## config.mk

```make
export PLATFORM = sky130hd
export DESIGN_NAME = wdt_keyed
export DESIGN_NICKNAME = d
export VERILOG_FILES = /design/src/rtl/wdt_pkg.sv /design/src/rtl/wdt_ctrl.sv /design/src/rtl/wdt_prescaler.sv /design/src/rtl/wdt_timer.sv /design/src/rtl/wdt_keyed.sv
export SDC_FILE = /design/constraint.sdc
export NUM_CORES = 1
export LEC_CHECK = 0
export BUFFER_PORTS_ARGS = -buffer_cell sky130_fd_sc_hd__buf_2
export CAP_MARGIN = 15
export CELL_PAD_IN_SITES_DETAIL_PLACEMENT = 1
export CELL_PAD_IN_SITES_GLOBAL_PLACEMENT = 2
export CORE_UTILIZATION = 33
export CTS_CLUSTER_DIAMETER = 100
export DETAILED_ROUTE_END_ITERATION = 12
export HOLD_SLACK_MARGIN = 0.02
export PLACE_DENSITY = 0.76
export SLEW_MARGIN = 5
export SYNTH_ARGS = -nofsm -noshare
export SYNTH_HDL_FRONTEND = slang
export SYNTH_SLANG_ARGS = --single-unit
export TNS_END_PERCENT = 30
```

## constraint.sdc

```tcl
create_clock -name clk -period 1.8 [get_ports clk]
set_input_delay 0.36 -clock clk [delete_from_list [all_inputs] [get_ports clk]]
set_output_delay 0.36 -clock clk [all_outputs]
set_load 0.02 [all_outputs]
```

## src/rtl/wdt_pkg.sv

```systemverilog
package wdt_pkg;

    localparam int unsigned TIM_W = 8;

    localparam logic [TIM_W-1:0] CTL_HOLD_VAL = 8'hA5;
    localparam logic [TIM_W-1:0] CTL_KEY_VAL  = 8'h5A;
    localparam logic [TIM_W-1:0] CTL_LOCK_VAL = 8'h00;

    typedef struct packed {
        logic enabled;
        logic hold;
        logic run;
        logic load;
    } wdt_ctl_s;

    function automatic logic is_key(input logic [TIM_W-1:0] v);
        return v == CTL_KEY_VAL;
    endfunction

    function automatic logic is_hold(input logic [TIM_W-1:0] v);
        return v == CTL_HOLD_VAL;
    endfunction

endpackage

```

## src/rtl/wdt_ctrl.sv

```systemverilog
module wdt_ctrl
    import wdt_pkg::*;
(
    input  logic             clk,
    input  logic             rst,
    input  logic             ctl_we,
    input  logic             tim_we,
    input  logic [TIM_W-1:0] wdata,
    output logic [TIM_W-1:0] ctl_q,
    output wdt_ctl_s         st
);

    logic [TIM_W-1:0] ctl_r;
    logic             en_r;

    always_ff @(posedge clk) begin
        if (rst) begin
            ctl_r <= CTL_HOLD_VAL;
            en_r  <= 1'b0;
        end else begin
            if (ctl_we) begin
                ctl_r <= wdata;
                en_r  <= 1'b1;
            end else if (st.load) begin
                ctl_r <= CTL_LOCK_VAL;
            end
        end
    end

    always_comb begin
        st.enabled = en_r;
        st.hold    = is_hold(ctl_r);
        st.run     = en_r && !is_hold(ctl_r);
        st.load    = tim_we && is_key(ctl_r);
    end

    assign ctl_q = ctl_r;

    assert_enable_sticky_R2: assert property (@(posedge clk) disable iff (rst)
        st.enabled |=> st.enabled);

    assert_write_enables_R2: assert property (@(posedge clk) disable iff (rst)
        ctl_we |=> st.enabled);

    assert_ctl_write_R3: assert property (@(posedge clk) disable iff (rst)
        ctl_we |=> ctl_q == $past(wdata));

    assert_key_selfclear_R6: assert property (@(posedge clk) disable iff (rst)
        (st.load && !ctl_we) |=> ctl_q == CTL_LOCK_VAL);

endmodule

```

## src/rtl/wdt_prescaler.sv

```systemverilog
module wdt_prescaler #(
    parameter int unsigned PRE_W = 14
) (
    input  logic clk,
    input  logic rst,
    input  logic run,
    input  logic clear,
    output logic carry
);

    logic [PRE_W-1:0] cnt;

    always_ff @(posedge clk) begin
        if (rst || clear) begin
            cnt <= '0;
        end else if (run) begin
            cnt <= cnt + 1'b1;
        end
    end

    assign carry = run && !clear && (&cnt);

    assert_clear_zero_R5: assert property (@(posedge clk) disable iff (rst)
        clear |=> cnt == '0);

    assert_idle_stable_R4: assert property (@(posedge clk) disable iff (rst)
        (!run && !clear) |=> $stable(cnt));

endmodule

```

## src/rtl/wdt_timer.sv

```systemverilog
module wdt_timer
    import wdt_pkg::*;
(
    input  logic             clk,
    input  logic             rst,
    input  logic             hold,
    input  logic             load,
    input  logic [TIM_W-1:0] ldata,
    input  logic             tick,
    output logic [TIM_W-1:0] tim_q,
    output logic             ovf_q
);

    logic [TIM_W-1:0] tim_r;

    always_ff @(posedge clk) begin
        if (rst) begin
            tim_r <= '0;
            ovf_q <= 1'b0;
        end else begin
            ovf_q <= tick && !hold && !load && (&tim_r);
            if (hold) begin
                tim_r <= '0;
            end else if (load) begin
                tim_r <= ldata;
            end else if (tick) begin
                tim_r <= tim_r + 1'b1;
            end
        end
    end

    assign tim_q = tim_r;

    assert_wrap_zero_R8: assert property (@(posedge clk) disable iff (rst)
        ovf_q |-> tim_q == '0);

    assert_single_pulse_R8: assert property (@(posedge clk) disable iff (rst)
        ovf_q |=> !ovf_q);

    assert_hold_zero_R5: assert property (@(posedge clk) disable iff (rst)
        hold |=> tim_q == '0);

    assert_load_value_R6: assert property (@(posedge clk) disable iff (rst)
        (load && !hold) |=> tim_q == $past(ldata));

endmodule

```

## src/rtl/wdt_keyed.sv

```systemverilog
module wdt_keyed
    import wdt_pkg::*;
#(
    parameter int unsigned PRE_W = 14
) (
    input  logic       clk,
    input  logic       rst,
    input  logic       ctl_we,
    input  logic       tim_we,
    input  logic [7:0] wdata,
    output logic [7:0] ctl_q,
    output logic [7:0] tim_q,
    output logic       reset_req
);

    wdt_ctl_s st;
    logic     tick;

    wdt_ctrl u_ctrl (
        .clk    (clk),
        .rst    (rst),
        .ctl_we (ctl_we),
        .tim_we (tim_we),
        .wdata  (wdata),
        .ctl_q  (ctl_q),
        .st     (st)
    );

    wdt_prescaler #(.PRE_W(PRE_W)) u_pre (
        .clk   (clk),
        .rst   (rst),
        .run   (st.run),
        .clear (st.hold || st.load),
        .carry (tick)
    );

    wdt_timer u_tim (
        .clk   (clk),
        .rst   (rst),
        .hold  (st.hold),
        .load  (st.load),
        .ldata (wdata),
        .tick  (tick),
        .tim_q (tim_q),
        .ovf_q (reset_req)
    );

    assert_disabled_quiet_R1: assert property (@(posedge clk) disable iff (rst)
        !st.enabled |-> (tim_q == 8'h00 && !reset_req));

    assert_reset_state_R11: assert property (@(posedge clk)
        rst |=> (ctl_q == CTL_HOLD_VAL && tim_q == 8'h00 && !reset_req));

endmodule

```

======== Word level (Yosys, flattened, before mapping) ========
Index checks and enable logic that the tools add are counted.
W data, S select, Z words.
storage, ports and cells
  register bits after elaboration ......... 32
  bits of input ports ..................... 12
  output and inout bits ................... 17
  word-level logic and storage cells ...... 30
operators by class
  add/sub/neg operators ................... 2
  equality and inequality tests ........... 2
  multiplexer cells ....................... 4
  reductions and logical operators ........ 17
operator list
  operator                 number
  $mux W8                  4
  $add A14 B1 Y14 const B  1
  $reduce_and A14 Y1       1
  $add A8 B1 Y8 const B    1
  $eq A8 B7 Y1 const B     1
  $eq A8 B8 Y1 const B     1
  $reduce_and A8 Y1        1
  $logic_and A1 B1 Y1      7
  $reduce_bool A2 Y1       2
  $logic_not A1 Y1         3
  $logic_or A1 B1 Y1       2
  $reduce_or A2 Y1         1

======== Logic depth before layout (Yosys ltp) ========
Gate-level depths: netlist of the first run.
  depth after elaboration ................. 9
  mapped depth ............................ 6

======== Cells and area by module ========
From an unflattened synthesis of the first run, not the netlist that was laid out.
second synthesis, totals
  cells, all modules ...................... 177
  area, all modules ....................... 1620.3 um^2
by module, submodules not included
  module         instances  cells an instance  area an instance (um^2)  sequential area each (um^2)
  wdt_prescaler  1          78                 690.7                    280.3
  wdt_timer      1          52                 483.0                    180.2
  wdt_ctrl       1          46                 440.4                    180.2
  wdt_keyed      1          1                  6.3                      0.0

======== Worst setup path before layout of the first run ========
OpenSTA, ideal clock, no wires.
  path type ............................... register to register
  start ................................... register u_ctrl.ctl_r[6], in the netlist u_ctrl.ctl_q[6]
  end ..................................... register u_tim.tim_r[4], in the netlist u_tim.tim_q[4]
  setup time .............................. 0.133 ns
  arrival ................................. 1.448 ns
  required time ........................... 1.667 ns
  path slack .............................. 0.220 ns
  stages on the path, launching flop included .. 7
  period minus slack after synthesis ...... 1.580 ns
  cells stage by stage .................... dfxtp_1 -> nand4bb_2 -> o21ai_2 -> buf_6 -> nor4_2 -> xnor2_1 -> a21oi_1
on the way
  longest elaborated chain between the ends .. 7
  elaborated cells on any way between the ends .. 12
RTL lines
  item                                 RTL line             text
  start, declared                      wdt_ctrl.sv:13       logic [TIM_W-1:0] ctl_r;
  start signal, assigned               wdt_ctrl.sv:22       ctl_r <= wdata;
  $eq A8 B7 Y1                         wdt_pkg.sv:17        return v == CTL_KEY_VAL;
  $logic_and A1 B1 Y1                  wdt_ctrl.sv:34       st.load = tim_we && is_key(ctl_r);
  $logic_or A1 B1 Y1                   wdt_keyed.sv:33      .clear (st.hold || st.load),
  $logic_not A1 Y1                     wdt_prescaler.sv:21  assign carry = run && !clear && (&cnt);
  $logic_and A1 B1 Y1 (2 in a row)     wdt_prescaler.sv:21
  $reduce_bool A2 Y1 (no source line)  n/a
  end signal, assigned                 wdt_timer.sv:25      tim_r <= ldata;
  end signal, assigned                 wdt_timer.sv:27      tim_r <= tim_r + 1'b1;
  end, declared                        wdt_timer.sv:14      logic [TIM_W-1:0] tim_r;
Several ways; a longest one is shown, not always the timed one.
A chain may end at the register's enable or synchronous reset.

======== Worst setup path in the final report of the first run ========
  start ................................... register u_pre.cnt[0]
  end ..................................... register u_tim.tim_r[3], in the netlist u_tim.tim_q[3]
on the way
  longest elaborated chain between the ends .. 3
RTL lines
  item                                 RTL line             text
  start, declared                      wdt_prescaler.sv:11  logic [PRE_W-1:0] cnt;
  start signal, assigned               wdt_prescaler.sv:17  cnt <= cnt + 1'b1;
  $reduce_and A14 Y1                   wdt_prescaler.sv:21
  $logic_and A1 B1 Y1                  wdt_prescaler.sv:21
  $reduce_bool A2 Y1 (no source line)  n/a
No other way between the ends.

==> results.md, run 1 <==
* Max-slew violation count at 0
* Worst Path Buf+Inv at 0
* TritonRoute pass-1 iters at 10
* Syn Nets at 181
* CTS Buf Count at 5
* Multi-input gate area at 878 sq um
* Startpoint types: flop
* N_diodes at 0
* Lkg Pwr at 0.664 nW
* Yosys warnings at 0
* EDFF count, synth at 0
* RePlAce Congestion at 0.735
* Synth cell types at 34
* Cell Rows at 24
* Total Power at 1.47 mW
* Pwr/cell area at 785 nW/um^2
* Final setup violation count at 0
* DR WL/cell at 15.5 um
* Dominant synthesized flop cell: dfxtp_1
* Critical Path Sink Type: flop
* Routed WL at 3910 um
* Most area-consuming cells after synthesis: dfxtp_1, xnor2_1, nor4_2
* Ys async rst share at 0%
* RSZ-0062 raised after global routing: no
* Area Overhead vs Synth at 20.0%
* Clock-pin slew on the worst setup and hold paths at 0.07 ns
* Data arrival, critical path at 1.85 ns
* Post-Syn Instances at 167
* Core ar. at 4440 sq um
* Final Net Count at 213
* Cell Chain, Critical Path: ha_1 > nand4_4 > nor4_2 > xnor2_1 > a21oi_1
* Seq cells post-synth at 32
* Total number of vias at 1335
* Layout Skew at 0.00513 ns
* Initial antenna violation count at 0
* Synth Cell Area at 1560 sq um
* Sequential element share of the synthesized area at 41.1%
* Ports at 29
* Setup CP Type: flop to flop
* Final hold viol count at 0
* Max Fclk at 0.606 GHz
* Residual DRC count at 2
* Critical-path top delay cell: dfxtp_1
* Max_cap viols at 0
* DIE HEIGHT at 70.8 um
* CTS tree: yes
* DRT iter0 DRCs at 42
* Status: complete, but fails checks
* Worst Tran Pin Value at 0.481 ns
* Hold_buf cts at 0
* Fin util at 42.1%
* Maximum vdd drop at 0.327 mV
* Setup bufs post-CTS at 0
* Most common cell after layout, fill and taps aside: dfxtp_1
* Top cell type's share of synthesized area at 41.1%
* Crit-path leading delay family: simple AND/OR/NAND/NOR gates
* Slew headroom at 67.8%
* Register area at 641 sq um
* First-pass GRT wire length at 6910 um
* Largest net degree at the start of global routing at 23
* Fillers at 532
* Tmin final at 1.65 ns
* Syn_area_per_cell at 9.34 sq um
* Share of layout cells above drive strength 1 at 26.0%
* Violated checks: DRC
* Worst EP required at 2.00 ns
* Commonest cells after routing, fill and taps aside: dfxtp_1, buf_2, nor2_1, xnor2_1
* Worst-Skew Late Latency at 0.29 ns
* Port-buffer cells at 28
* Vias per cell at 5.30
* Vias in the first global route at 1380
* Initial Util at 35.1%
* CTS H-Tree Depth at 2
* Setup TNS at 0 ns
* Worst hold-check path type: primary input to flop
* Sink Count at 32
* Area leader, netlist: dfxtp_1
* Post-CTS Resized at 0
* Remaining antenna violation count after routing at 0
* All-Layer GR Usage at 17.7%
* Residual overflow from global routing at 0
* CTS root buffer: clkbuf_8
* Critical path peak fanout at 8
* Clock Tree Buf Depth at 2
* Hpwl dp at 2920 um
* Die footprint at 5010 sq um
* Tcrit/Tclk final at 91.6%
* Die Wd at 70.8 um
* Max stage delay on crit path at 0.39 ns
==> registers in the layout (all words and copies together), names as in the netlist <==
signal        cells
u_ctrl.ctl_q      8
u_ctrl.en_r       1
u_pre.cnt        14
u_tim.ovf_q       1
u_tim.tim_q       8
==> per-stage QoR <==
stage	hold slack, ns	std cells	worst slack, ns	cell area, sq um
2_1_floorplan	0.466	167	0.220	1560
3_3_place_gp	0.481	244	0.174	1780
3_5_place_dp	0.501	244	0.139	1780
4_1_cts	0.289	252	0.127	1870
5_1_grt	0.305	252	0.0119	1870
6_report	0.304	252	0.151	1870
==> final timing paths <==
check                    start  cells after the start               to  slack, ns
setup / recovery  u_pre.cnt[0]                      5   u_tim.tim_q[3]       0.15
hold / removal        wdata[0]                      2  u_ctrl.ctl_q[0]       0.30
setup reg to reg  u_pre.cnt[0]                      5   u_tim.tim_q[3]       0.15
hold reg to reg   u_pre.cnt[1]                      2     u_pre.cnt[1]       0.51
==> power by group <==
group,internal [mW],switching (mW)
clock,0.312,0.268
sequential,0.725,0.0182
combinational,0.0584,0.0892
==> final cells by class <==
cell class,count,area share (%)
clock buffer,8,4.81
multi-input combinational,126,46.9
sequential,32,34.2
inverter,3,0.601
tap,52,3.47
timing repair buffer,31,10.0
==> cells by family after synthesis <==
family | count (synthesis) | synth area share, %
DFF | 32 | 41.1
muxes | 1 | 0.642
and+or+nand+nor | 75 | 32.3
AOI/OAI and AO/OA | 28 | 10.5
xor gates and xnor gates | 20 | 11.2
adders and majority gates | 2 | 1.60
buffers and inverters | 9 | 2.65
==> per-layer routing <==
metal  GRT usage, %  part of all wire, %
met1           22.8                   48
met2           28.3                   46
met3           4.84                  3.9
met4           6.67                  1.8
met5              0                    0
==> cells in the mapped netlist (3+ instances only) <==
cell type / instances
a21oi_1: 13
xnor2_1: 16
clkbuf_1: 5
nand4_1: 6
nand3b_1: 4
nor4_2: 6
nor2_1: 18
a211o_1: 4
nand2_1: 13
nor4_1: 3
nor3_1: 5
o21ai_0: 8
nand3_1: 4
inv_1: 3
dfxtp_1: 32
nor2b_1: 4
xor2_1: 4
Power figures use the tool's default switching activity.
==> run 2: changes to the inputs <==
--- a/config.mk
+++ b/config.mk
@@ -5,15 +5,17 @@
 export SDC_FILE = /design/constraint.sdc
 export NUM_CORES = 1
 export LEC_CHECK = 0
+export ABC_AREA = 1
 export BUFFER_PORTS_ARGS = -buffer_cell sky130_fd_sc_hd__buf_2
-export CAP_MARGIN = 15
+export CAP_MARGIN = 20
 export CELL_PAD_IN_SITES_DETAIL_PLACEMENT = 1
 export CELL_PAD_IN_SITES_GLOBAL_PLACEMENT = 2
-export CORE_UTILIZATION = 33
+export CORE_UTILIZATION = 30
 export CTS_CLUSTER_DIAMETER = 100
 export DETAILED_ROUTE_END_ITERATION = 12
 export HOLD_SLACK_MARGIN = 0.02
 export PLACE_DENSITY = 0.76
+export SETUP_SLACK_MARGIN = 0.4
 export SLEW_MARGIN = 5
 export SYNTH_ARGS = -nofsm -noshare
 export SYNTH_HDL_FRONTEND = slang
==> run 2 against run 1 <==
Non-clock buffer count is 15 higher. Cell count up 51%. Core utilization is 0.53 points lower. First-iteration DRC count is 38% lower. Setup slack better by 0.25 ns. Clock power hardly changed. Critical path depth is 4 higher. The flow now finishes without violations. Largest power group unchanged.
==> results.md, run 2 <==
* Status: finished, final reports clean
* Maximum vdd drop at 0.341 mV
* Critical path peak fanout at 8
* Routed WL at 5010 um
* CTS tree: yes
* Final Net Count at 321
* Max Fclk at 0.715 GHz
* All-Layer GR Usage at 17.8%
* Syn Nets at 272
* Hold_buf cts at 0
* Clock Tree Buf Depth at 2
* Initial Util at 31.4%
* Yosys warnings at 0
* Worst-Skew Late Latency at 0.28 ns
* Final Cell Area at 2320 sq um
* Seq cells post-synth at 32
* Core ar. at 5570 sq um
* Residual DRC count at 0
* Total number of vias at 1775
* EDFF count, synth at 0
* Dominant synthesized flop cell: dfxtp_1
* Most area-consuming cells after synthesis: dfxtp_1, nand2_1, a21oi_1
* Hpwl dp at 3640 um
* DR WL/cell at 13.2 um
* CTS Buf Count at 5
* Sequential element share of the synthesized area at 36.6%
* Post-Place Cells at 357
* Area Overhead vs Synth at 32.4%
* Setup TNS at 0 ns
* RePlAce Congestion at 0.725
* Share of layout cells above drive strength 1 at 33.4%
* Largest net degree at the start of global routing at 15
* Residual overflow from global routing at 0
* Pwr/cell area at 659 nW/um^2
* Non-Filler Instances at 380
* Initial antenna violation count at 0
* Fin util at 41.6%
* Synth cell types at 30
* N_diodes at 0
* Hold_ws at 0.310 ns
* Setup CP Type: flop to flop
* Port-buffer cells at 28
* Cell Rows at 27
* CTS H-Tree Depth at 2
* TritonRoute pass-1 iters at 3
* Synth Cell Area at 1750 sq um
* Startpoint types: flop
* Top cell type's share of synthesized area at 36.6%
* Largest Register: u_pre.cnt
* Top-count cell post-synth: nand2_1
* Max reg flops at 14
* Final hold viol count at 0
* Slew headroom at 80.2%
* Vias in the first global route at 1862
* Post-Syn Instances at 258
* Worst hold-check path type: primary input to flop
* Ys async rst share at 0%
* Commonest cells after routing, fill and taps aside: nand2_1, buf_2, inv_1, a21oi_1, nand3_1
* Sink Count at 32
* Die Wd at 78.4 um
* CTS root buffer: clkbuf_8
* Most common cell after layout, fill and taps aside: nand2_1
* Area leader, netlist: dfxtp_1
* Fillers at 746
* Data arrival, critical path at 1.62 ns
* Final setup violation count at 0
* Max_cap viols at 0
* Lkg Pwr at 0.965 nW
* Max-slew violation count at 0
* Worst EP required at 2.02 ns
* Remaining antenna violation count after routing at 0
* First-pass GRT wire length at 8440 um
* Worst Tran Pin Value at 0.295 ns
* DRT iter0 DRCs at 26
* Tmin final at 1.40 ns
* DIE HEIGHT at 78.4 um
* Die footprint at 6150 sq um
* Vias per cell at 4.67
* Clock-pin slew on the worst setup and hold paths at 0.07 ns
* Layout Skew at 0.00741 ns
* Synth cell count leaders: nand2_1, dfxtp_1, inv_1
* RSZ-0062 raised after global routing: yes
* Tcrit/Tclk final at 77.7%
* Syn_area_per_cell at 6.79 sq um
* Placed cell area at 1980 sq um
* Ports at 29
* Critical Path Sink Type: flop
==> run 2: cell families after synthesis <==
family | share of synthesized area, %
AO/OA/AOI/OAI | 10.9
AND/OR/NAND/NOR | 41.3
adder cells (fa/ha/maj) | 1.43
flip-flops | 36.6
buffers and inverters | 8.36
XOR/XNOR | 1.50
==> run 2: final timing paths <==
path | end | cells after the start | slack [ns] | startpoint
max | u_tim.tim_q[5] | 9 | 0.40 | u_pre.cnt[0]
min | u_ctrl.ctl_q[2] | 3 | 0.31 | wdata[2]
max reg2reg | u_tim.tim_q[5] | 9 | 0.40 | u_pre.cnt[0]
min reg2reg | u_ctrl.ctl_q[3] | 2 | 0.48 | u_ctrl.ctl_q[3]
==> run 2: routing by layer <==
layer	share of wire, %	wire length [um]	GRT usage (%)
met1	42	2110	20.0
met2	53	2680	32.5
met3	3.0	149	3.95
met4	1.4	72	6.30
met5	0	0	0
==> run 2: worst max-delay path, stage by stage, from the launching register on <==
cell and delay [ns]:
dfxtp_2 0.36, ha_4 0.14, inv_2 0.05, nor2_4 0.12
nand2_2 0.08, nor2_4 0.10, nand4_4 0.13, nand2_4 0.15
nand2_1 0.08, a21oi_2 0.13
==> run 2: power by group <==
| part | internal (mW) | switching (mW) | total [mW] | leakage [nW] |
|---|---|---|---|---|
| logic | 0.0891 | 0.115 | 0.204 | 0.656 |
| registers | 0.725 | 0.0177 | 0.743 | 0.264 |
| clock network | 0.312 | 0.269 | 0.581 | 0.0455 |
| total | 1.13 | 0.402 | 1.53 | 0.965 |
==> run 2: repair_timing <==
action,in CTS,in global routing
setup endpoints to repair,23,21
resized for setup,16,25
pin swaps,9,6
buffers inserted,10,5
gates cloned,0,0
==> run 2: cell type report <==
class                      instances  area, sq um  area share [%]
clock buffer                       8         90.1            3.88
sequential                        32          662            28.5
inverter                          30          124            5.34
tap                               72         90.1            3.88
timing repair buffer              46          308            13.3
multi-input combinational        192         1050            45.1
==> run 2: metrics by stage <==
stage               power, mW  setup slack [ns]
floorplan               0.847             0.402
global placement        0.901             0.140
detailed placement      0.901             0.138
CTS                      1.52             0.370
global route             1.61             0.301
finish                   1.53             0.401
